**config.mk**
```make
export PLATFORM = sky130hd
export DESIGN_NAME = cpu_cluster_cfg
export DESIGN_NICKNAME = d
export VERILOG_FILES = /design/src/rtl/cpu_cluster_cfg.sv
export SDC_FILE = /design/constraint.sdc
export NUM_CORES = 1
export LEC_CHECK = 0
export BUFFER_PORTS_ARGS = -buffer_cell sky130_fd_sc_hd__buf_2
export CAP_MARGIN = 20
export CORE_UTILIZATION = 50
export DETAILED_ROUTE_END_ITERATION = 12
export HOLD_SLACK_MARGIN = 0.03
export MAX_ROUTING_LAYER = met4
export PLACE_DENSITY = 0.77
export SYNTH_ARGS = -nofsm -noshare
export SYNTH_HDL_FRONTEND = slang
export SYNTH_SLANG_ARGS = --single-unit
```
**constraint.sdc**
```tcl
create_clock -name clk -period 2.2 [get_ports clk]
set_clock_uncertainty 0.1 [all_clocks]
set_input_delay 0.44 -clock clk [delete_from_list [all_inputs] [get_ports clk]]
set_output_delay 0.44 -clock clk [all_outputs]
set_load 0.03 [all_outputs]
```
**src/rtl/cpu_cluster_cfg.sv**
```systemverilog
module cpu_cluster_cfg #(
  parameter int          NCORES  = 4,
  parameter int          ADDR_W  = 10,
  parameter int          DATA_W  = 32,
  parameter logic [31:0] GEN_RST = 32'h0000_0020,
  parameter logic [1:0]  BOOT_EL = 2'd3
) (
  input  logic              clk,
  input  logic              rst_n,
  input  logic [ADDR_W-1:0] bus_addr,
  input  logic              bus_we,
  input  logic [DATA_W-1:0] bus_wdata,
  input  logic              bus_re,
  output logic [DATA_W-1:0] rd_data,
  output logic [NCORES-1:0] core_start,
  output logic [DATA_W-1:0] start_addr,
  output logic [1:0]        start_el,
  output logic              unimpl_err,
  output logic              range_err
);

  localparam int IDX_W    = (NCORES > 1) ? $clog2(NCORES) : 1;
  localparam int SLOT_SH  = 6;

  localparam logic [ADDR_W-1:0] A_CLU_RST  = ADDR_W'('h000);
  localparam logic [ADDR_W-1:0] A_CORE_LO  = ADDR_W'('h040);
  localparam logic [ADDR_W-1:0] A_CORE_HI  = ADDR_W'('h040 + ('h040 * NCORES));
  localparam logic [ADDR_W-1:0] A_SYS_RST  = ADDR_W'('h140);
  localparam logic [ADDR_W-1:0] A_CLK_GATE = ADDR_W'('h144);
  localparam logic [ADDR_W-1:0] A_GEN      = ADDR_W'('h184);
  localparam logic [ADDR_W-1:0] A_STBY     = ADDR_W'('h1A0);
  localparam logic [ADDR_W-1:0] A_ENTRY    = ADDR_W'('h1A4);
  localparam logic [ADDR_W-1:0] A_DBG      = ADDR_W'('h1E4);
  localparam logic [ADDR_W-1:0] A_CNT_CTL  = ADDR_W'('h280);
  localparam logic [ADDR_W-1:0] A_CNT_LO   = ADDR_W'('h284);
  localparam logic [ADDR_W-1:0] A_CNT_HI   = ADDR_W'('h288);

  localparam logic [SLOT_SH-1:0] S_RST  = SLOT_SH'('h00);
  localparam logic [SLOT_SH-1:0] S_CTRL = SLOT_SH'('h04);
  localparam logic [SLOT_SH-1:0] S_STAT = SLOT_SH'('h08);

  localparam logic [DATA_W-1:0] V_RELEASED = DATA_W'('h1);
  localparam logic [DATA_W-1:0] V_CORE_RST = DATA_W'('h3);
  localparam logic [DATA_W-1:0] V_SMP      = DATA_W'('h1);
  localparam logic [DATA_W-1:0] V_CLK_GATE = DATA_W'('h10F);

  logic [DATA_W-1:0] gen_q, stby_q, entry_q, rd_q;
  logic [DATA_W-1:0] rd_val;
  logic [NCORES-1:0] start_q, start_d;
  logic              unimp_hit, oob_hit, unimp_q, oob_q;

  wire                aligned   = (bus_addr[1:0] == 2'b00);
  wire                core_zone = (bus_addr >= A_CORE_LO) && (bus_addr < A_CORE_HI);
  wire [SLOT_SH-1:0]  slot      = bus_addr[SLOT_SH-1:0];
  wire [ADDR_W-1:0]   core_off  = bus_addr - A_CORE_LO;
  wire [IDX_W-1:0]    core_idx  = core_off[SLOT_SH +: IDX_W];
  wire                wr_ok     = bus_we && aligned;
  wire                kick      = wr_ok && core_zone && (slot == S_RST) && (|bus_wdata);

  always_comb begin
    rd_val    = '0;
    unimp_hit = 1'b0;
    oob_hit   = 1'b0;
    if (!aligned) begin
      oob_hit = 1'b1;
    end else if (core_zone) begin
      case (slot)
        S_RST:   rd_val = V_CORE_RST;
        S_CTRL:  rd_val = '0;
        S_STAT:  rd_val = V_SMP;
        default: oob_hit = 1'b1;
      endcase
    end else begin
      case (bus_addr)
        A_CLU_RST, A_SYS_RST:                  rd_val = V_RELEASED;
        A_CLK_GATE:                            rd_val = V_CLK_GATE;
        A_GEN:                                 rd_val = gen_q;
        A_STBY:                                rd_val = stby_q;
        A_ENTRY:                               rd_val = entry_q;
        A_DBG, A_CNT_CTL, A_CNT_LO, A_CNT_HI:  unimp_hit = 1'b1;
        default:                               oob_hit = 1'b1;
      endcase
    end
  end

  always_comb begin
    start_d = '0;
    if (kick) start_d[core_idx] = 1'b1;
  end

  always_ff @(posedge clk) begin
    if (!rst_n) begin
      gen_q   <= GEN_RST;
      stby_q  <= '0;
      entry_q <= '0;
    end else if (wr_ok) begin
      if (bus_addr == A_GEN)   gen_q   <= bus_wdata;
      if (bus_addr == A_STBY)  stby_q  <= bus_wdata;
      if (bus_addr == A_ENTRY) entry_q <= bus_wdata;
    end
  end

  always_ff @(posedge clk) begin
    if (!rst_n) begin
      rd_q    <= '0;
      start_q <= '0;
      unimp_q <= 1'b0;
      oob_q   <= 1'b0;
    end else begin
      rd_q    <= bus_re ? rd_val : '0;
      start_q <= start_d;
      unimp_q <= (bus_re || bus_we) && unimp_hit;
      oob_q   <= (bus_re || bus_we) && oob_hit;
    end
  end

  assign rd_data    = rd_q;
  assign core_start = start_q;
  assign start_addr = entry_q;
  assign start_el   = BOOT_EL;
  assign unimpl_err = unimp_q;
  assign range_err  = oob_q;


  start_onehot_chk: assert property (@(posedge clk) disable iff (!rst_n)
    $onehot0(core_start));


  start_cause_chk: assert property (@(posedge clk) disable iff (!rst_n)
    (|core_start) |-> ($past(bus_we) && ($past(bus_wdata) != '0)));


  start_addr_stable_chk: assert property (@(posedge clk) disable iff (!rst_n)
    (|core_start) |-> $stable(start_addr));


  rd_idle_zero_chk: assert property (@(posedge clk) disable iff (!rst_n)
    !$past(bus_re) |-> (rd_data == '0));


  sys_rst_fixed_chk: assert property (@(posedge clk) disable iff (!rst_n)
    $past(bus_re && (bus_addr == A_SYS_RST)) |-> (rd_data == V_RELEASED));


  clk_gate_fixed_chk: assert property (@(posedge clk) disable iff (!rst_n)
    $past(bus_re && (bus_addr == A_CLK_GATE)) |-> (rd_data == V_CLK_GATE));


  unimpl_cause_chk: assert property (@(posedge clk) disable iff (!rst_n)
    unimpl_err |-> $past(bus_re || bus_we));


  flags_exclusive_chk: assert property (@(posedge clk) disable iff (!rst_n)
    !(unimpl_err && range_err));


  misaligned_flag_chk: assert property (@(posedge clk) disable iff (!rst_n)
    $past((bus_re || bus_we) && (bus_addr[1:0] != 2'b00)) |-> range_err);

endmodule

```
* Yosys cells after proc, flatten, opt, wreduce, memory -nomap -nowiden *
Cells that the tools add are included.

cells by class
  $add $sub $neg = 1
  multiplexer cells = 12
  reductions and logical operators = 22
  equality and inequality tests = 11
  order comparisons = 4

operator list
  kind                                                                                  number
  32-bit case mux with 5 select lines                                                   1
  10-bit by 9-bit == test with 1-bit output, second input constant                      6
  32-bit 2-to-1 mux                                                                     1
  32-bit OR reduction                                                                   1
  10-bit == test, second input constant                                                 3
  10-bit by 7-bit greater-or-equal comparator with 1-bit output, second input constant  1
  10-bit logical NOT                                                                    1
  10-bit by 9-bit less-than comparator with 1-bit output, second input constant         1
  10-bit OR reduction                                                                   1
  1-bit logical AND                                                                     8
  1-bit 2-to-1 mux                                                                      8
  2-bit AND reduction                                                                   4
  8-bit by 7-bit subtractor with 8-bit output, second input constant                    1
  6-bit by 3-bit == test with 1-bit output, second input constant                       1
  6-bit by 4-bit == test with 1-bit output, second input constant                       1
  6-bit logical NOT                                                                     1
  2-bit case mux with 2 select lines                                                    1
  4-bit OR reduction                                                                    1
  2-bit by 3-bit less-than comparator with 1-bit output, second input constant          1
  3-bit AND reduction                                                                   1
  3-bit OR reduction                                                                    1
  1-bit demux with 2-bit select                                                         1
  2-bit by 1-bit greater-or-equal comparator with 1-bit output, second input constant   1
  2-bit logical NOT                                                                     1
  2 further kinds                                                                       2

storage, ports and cells
  flip-flop bits (word level) = 134

* Logic depth before layout (Yosys ltp) *
  depth after elaboration = 6
  mapped depth = 8

* Worst setup path after synthesis *
No wires, ideal clock.

  kind = input-to-reg
  start = input bus_addr[3]
  end = register entry_q[2], in the netlist start_addr[2]
  stages = 7
  data arrival time = 1.842 ns
  data required time = 1.984 ns
  slack = 0.141 ns
  path buffers = 3
  cells stage by stage = or3_1 buf_4 or4_1 buf_2 buf_6 nand2_1 a21boi_1

between the ends
  cells in the longest elaborated chain, start to end = 2

ends and longest elaborated chain
  item                                       line  RTL
  start: declaration                         10    input logic [ADDR_W-1:0] bus_addr,
  10-bit by 9-bit == test with 1-bit output  99    if (bus_addr == A_ENTRY) entry_q <= bus_wdata;
  2-bit AND reduction (no line)              n/a
  end signal: assignment                     99
  end: declaration                           47    logic [DATA_W-1:0] gen_q, stby_q, entry_q, rd_q;

Every way passes these cells.
A chain may end at the register's enable or synchronous reset.

* Worst setup path after layout *
  start = input bus_addr[3]
  end = register gen_q[31]

between the ends
  cells in the longest elaborated chain, start to end = 2

ends and longest elaborated chain
  item                                       line  RTL
  10-bit by 9-bit == test with 1-bit output  97    if (bus_addr == A_GEN) gen_q <= bus_wdata;
  2-bit AND reduction (no line)              n/a
  end signal: assignment                     97
  end: declaration                           47

Every way passes these cells.

==> reports/summary.log <==
qor: routing.drtPass1Iterations 5
qor: run.max_cap_viol_count 0
qor: global_routing.grt_use_total 0.280
qor: power_and_ir_drop.power.density 760 nW/um2
qor: worst_setup_path.required 2.44 ns
qor: timing.rsz_0062_raised_after_global_routing no
qor: clocking.worst_setup_hold_path_clk_slew 0.06 ns
qor: floorplanning.floorplan.io_pins 118
qor: synth.synth_seq_cells 134
qor: place.routability_driven_placement_congestion_ratio 0.831
qor: timing.worst_pin_slew 0.783 ns
qor: global_routing.overflow 0
qor: clocking.holdBufCountCts 0
qor: cells_and_area.layout.filler_cells 914
qor: routing.vias 5175
qor: floorplanning.die_h 109 um
qor: routing.wl_per_cell 17.1 um
qor: floorplanning.placementRows 38
qor: floorplanning.initial_core_utilization 0.519
qor: clocking.tritoncts_num_sinks 134
qor: synth.yosysWarningCount 0
qor: timing.fin_crit_sh 0.820
qor: worst_setup_path.worst-endpoint-arrival 2.04 ns
qor: global_routing.grt_antenna_before_repair 0
qor: floorplanning.die_w 109 um
qor: power_and_ir_drop.power.share.sequential 0.454
qor: synth.synthDistinctLibCells 48
qor: routing.drt_iter0_markers 377
qor: power_and_ir_drop.ir_worst_vdd 632 uV
qor: clocking.tritoncts built
qor: worst_setup_path.criticalPathCategory in2reg
qor: cells_and_area.flow.area_growth_from_synthesis 23.5%
qor: clocking.cts_buffer_depth 2
qor: cells_and_area.final-seq-area 2680 um2
qor: cells_and_area.antennaDiodeCount 0
qor: clocking.cts.repair_timing.setup_buffer_count 0
qor: timing.timing_hold_violations_final 0
qor: routing.antenna_left 0
qor: place.dp_hpwl 10100 um
qor: synth.syn-cell-area 5710 um2
qor: timing.slew_headroom 0.478
qor: clocking.htree_num_levels 4
qor: timing.clock.fmax 0.554 GHz
qor: place.dp_cells 881
qor: power_and_ir_drop.switching_share 0.210
qor: global_routing.number_of_global_route_vias_before_repair 4839
qor: worst_setup_path.critPathLaunchType input port
qor: synth.synth-async-reset-ratio 0
qor: power_and_ir_drop.p_comb_frac 0.046
qor: cells_and_area.finish.net_count 806
qor: synth.synthCells 644
qor: global_routing.grt_max_degree 88
qor: clocking.numCtsBuffers 17
qor: floorplanning.placeableCoreArea 11000 um2
qor: power_and_ir_drop.power_switching 1.12 mW
qor: synth.netlist_top_cells_area sky130_fd_sc_hd__dfxtp_1 47%, sky130_fd_sc_hd__nand2_1 11%, sky130_fd_sc_hd__a21boi_1 8.4%
qor: clocking.cts_resized 0
qor: power_and_ir_drop.p_int 4.23 mW
qor: run_status.outcome finished, final reports clean
qor: routing.avgViaCountPerCell 5.69
qor: cells_and_area.stdcell_count 909
qor: clocking.clk_root_buffer_cell sky130_fd_sc_hd__clkbuf_16
qor: synth.synth.avg_cell_area 8.86 um2
qor: synth.ys_seq_area_frac 0.470
qor: routing.drc_errors 0
qor: power_and_ir_drop.leakage_power 2.76 nW
qor: worst_setup_path.critPathMaxFanout 30
qor: timing.maxSlewViolCount 0
qor: timing.setup_viol 0
qor: place.io_buffers 115
qor: timing.min_period 1.80 ns
qor: synth.netlist.top_cell.by_area sky130_fd_sc_hd__dfxtp_1
qor: global_routing.global_route_wire_length_before_repair 24300 um
qor: synth.yosys.area.top_type_share 0.470
qor: floorplanning.die_area 11800 um2
qor: cells_and_area.final_core_utilization 0.642
qor: synth.ys.flop_type sky130_fd_sc_hd__dfxtp_1
qor: power_and_ir_drop.clockPowerShare 0.500
qor: worst_setup_path.end_kind flip-flop
qor: cells_and_area.multiInputGateArea 2700 um2
qor: routing.drt-total-wl 15500 um
qor: cells_and_area.post_route_cells_drive_above_1_share 0.299
qor: synth.synth_enable_flop_cells 0
qor: clocking.clock_insertion_delay_worst_skew 0.41 ns
qor: worst_hold_path.worstHoldPathType in2reg
[cell families (layout without fill, tap and decap cells)]
group,Yosys count,after routing,share of synthesized area
AND/OR/NAND/NOR,276,276,0.232
AO/OA/AOI/OAI,145,145,0.179
flip-flops,134,134,0.470
buffers and inverters,57,181,0.0586
multiplexers,30,30,0.0586
other,1,2,0.000657
XOR/XNOR,1,1,0.00154
[worst max-delay path: stages]
cell                      delay [ns]
sky130_fd_sc_hd__buf_2          0.13
sky130_fd_sc_hd__or3_1          0.40
sky130_fd_sc_hd__buf_4          0.19
sky130_fd_sc_hd__nor4_4         0.28
sky130_fd_sc_hd__buf_4          0.35
sky130_fd_sc_hd__nand3_1        0.13
sky130_fd_sc_hd__o21ai_1        0.12
[flip-flops by register name (all words and copies together) (netlist names)]
| register | count |
|---|---|
| start_addr | 32 |
| core_start | 4 |
| gen_q | 32 |
| range_err | 1 |
| stby_q | 32 |
| rd_data | 32 |
| unimpl_err | 1 |
[cell usage in the layout, fill, tap and decap left out, types with 4 or more instances in the layout]
cell type,synthesis,layout
sky130_fd_sc_hd__nor4b_1,4,4
sky130_fd_sc_hd__dfxtp_1,134,134
sky130_fd_sc_hd__nand4_1,5,5
sky130_fd_sc_hd__nor2_1,15,15
sky130_fd_sc_hd__clkbuf_16,0,17
sky130_fd_sc_hd__a21boi_1,64,64
sky130_fd_sc_hd__a21oi_1,5,5
sky130_fd_sc_hd__buf_2,15,114
sky130_fd_sc_hd__nor4_1,9,9
sky130_fd_sc_hd__clkbuf_8,0,6
sky130_fd_sc_hd__o21ai_1,31,31
sky130_fd_sc_hd__nand2_1,164,164
sky130_fd_sc_hd__nand3_1,33,33
sky130_fd_sc_hd__mux2_2,27,27
sky130_fd_sc_hd__a221o_1,4,4
sky130_fd_sc_hd__buf_4,5,31
sky130_fd_sc_hd__buf_12,0,6
sky130_fd_sc_hd__a22oi_1,30,30
sky130_fd_sc_hd__nor2_2,20,20
[routing by layer]
metal | wire length (um) | GRT usage | part of all wire | vias to the layer above
met5 | 0 | - | 0 | -
met4 | 153 | 0.0820 | 0.0098 | 0
met3 | 1040 | 0.0669 | 0.067 | 11
met2 | 7670 | 0.471 | 0.49 | 227
met1 | 6680 | 0.333 | 0.43 | 2469
li1 | - | - | - | 2468
[path summary, 6_finish.rpt]
| check | slack (ns) | from | cells after the start | to |
|---|---|---|---|---|
| max | 0.40 | bus_addr[3] | 7 | gen_q[31]$_SDFFE_PN0P_ |
| min | 0.20 | bus_wdata[8] | 3 | start_addr[8]$_SDFFE_PN0P_ |
| max reg2reg | 1.09 | start_addr[30]$_SDFFE_PN0P_ | 3 | rd_data[30]$_SDFF_PP0_ |
| min reg2reg | 0.34 | stby_q[21]$_SDFFE_PN0P_ | 2 | stby_q[21]$_SDFFE_PN0P_ |
[synth_stat cells, types with 3 or more instances]
library cell               instances
sky130_fd_sc_hd__mux2_2           27
sky130_fd_sc_hd__nor2_1           15
sky130_fd_sc_hd__nor4b_1           4
sky130_fd_sc_hd__a221o_1           4
sky130_fd_sc_hd__a21oi_1           5
sky130_fd_sc_hd__nand2_1         164
sky130_fd_sc_hd__buf_6            11
sky130_fd_sc_hd__a211oi_1          3
sky130_fd_sc_hd__a22oi_1          30
sky130_fd_sc_hd__buf_4             5
sky130_fd_sc_hd__buf_2            15
sky130_fd_sc_hd__nand3_1          33
sky130_fd_sc_hd__mux2i_1           3
sky130_fd_sc_hd__a21boi_1         64
sky130_fd_sc_hd__nor2_2           20
sky130_fd_sc_hd__dfxtp_1         134
sky130_fd_sc_hd__clkbuf_1         22
sky130_fd_sc_hd__nand4_1           5
sky130_fd_sc_hd__nor4_1            9
sky130_fd_sc_hd__or4_1             3
sky130_fd_sc_hd__and3_1            3
sky130_fd_sc_hd__o21ai_1          31
[power by group through the flow]
stage	combinational [mW]	clock [mW]	sequential [mW]
after CTS	0.245	2.70	2.43
after detailed placement	0.244	0	2.48
final	0.249	2.68	2.43
after global routing	0.264	2.81	2.43
after floorplan	0.121	0	2.49
after global placement	0.241	0	2.48
[through the flow]
step	total power [mW]	hold slack, ns	setup WS, ns	area, um2	setup TNS [ns]
after floorplan	2.61	0.328	0.141	5710	0
after global placement	2.72	0.334	0.0390	6490	0
after detailed placement	2.73	0.341	-0.00145	6490	-0.00145
after CTS	5.37	0.194	0.400	7050	0
after global routing	5.50	0.204	0.287	7050	0
final	5.36	0.202	0.395	7050	0
[area by class of cell]
type	instances	share of cell area
inverter	2	0.00107
tap	140	0.0249
clock buffer	25	0.0731
sequential	134	0.381
clock inverter	3	0.00604
multi-input combinational	454	0.383
timing repair buffer	151	0.131
No activity file was read; power rests on OpenSTA's default activity.
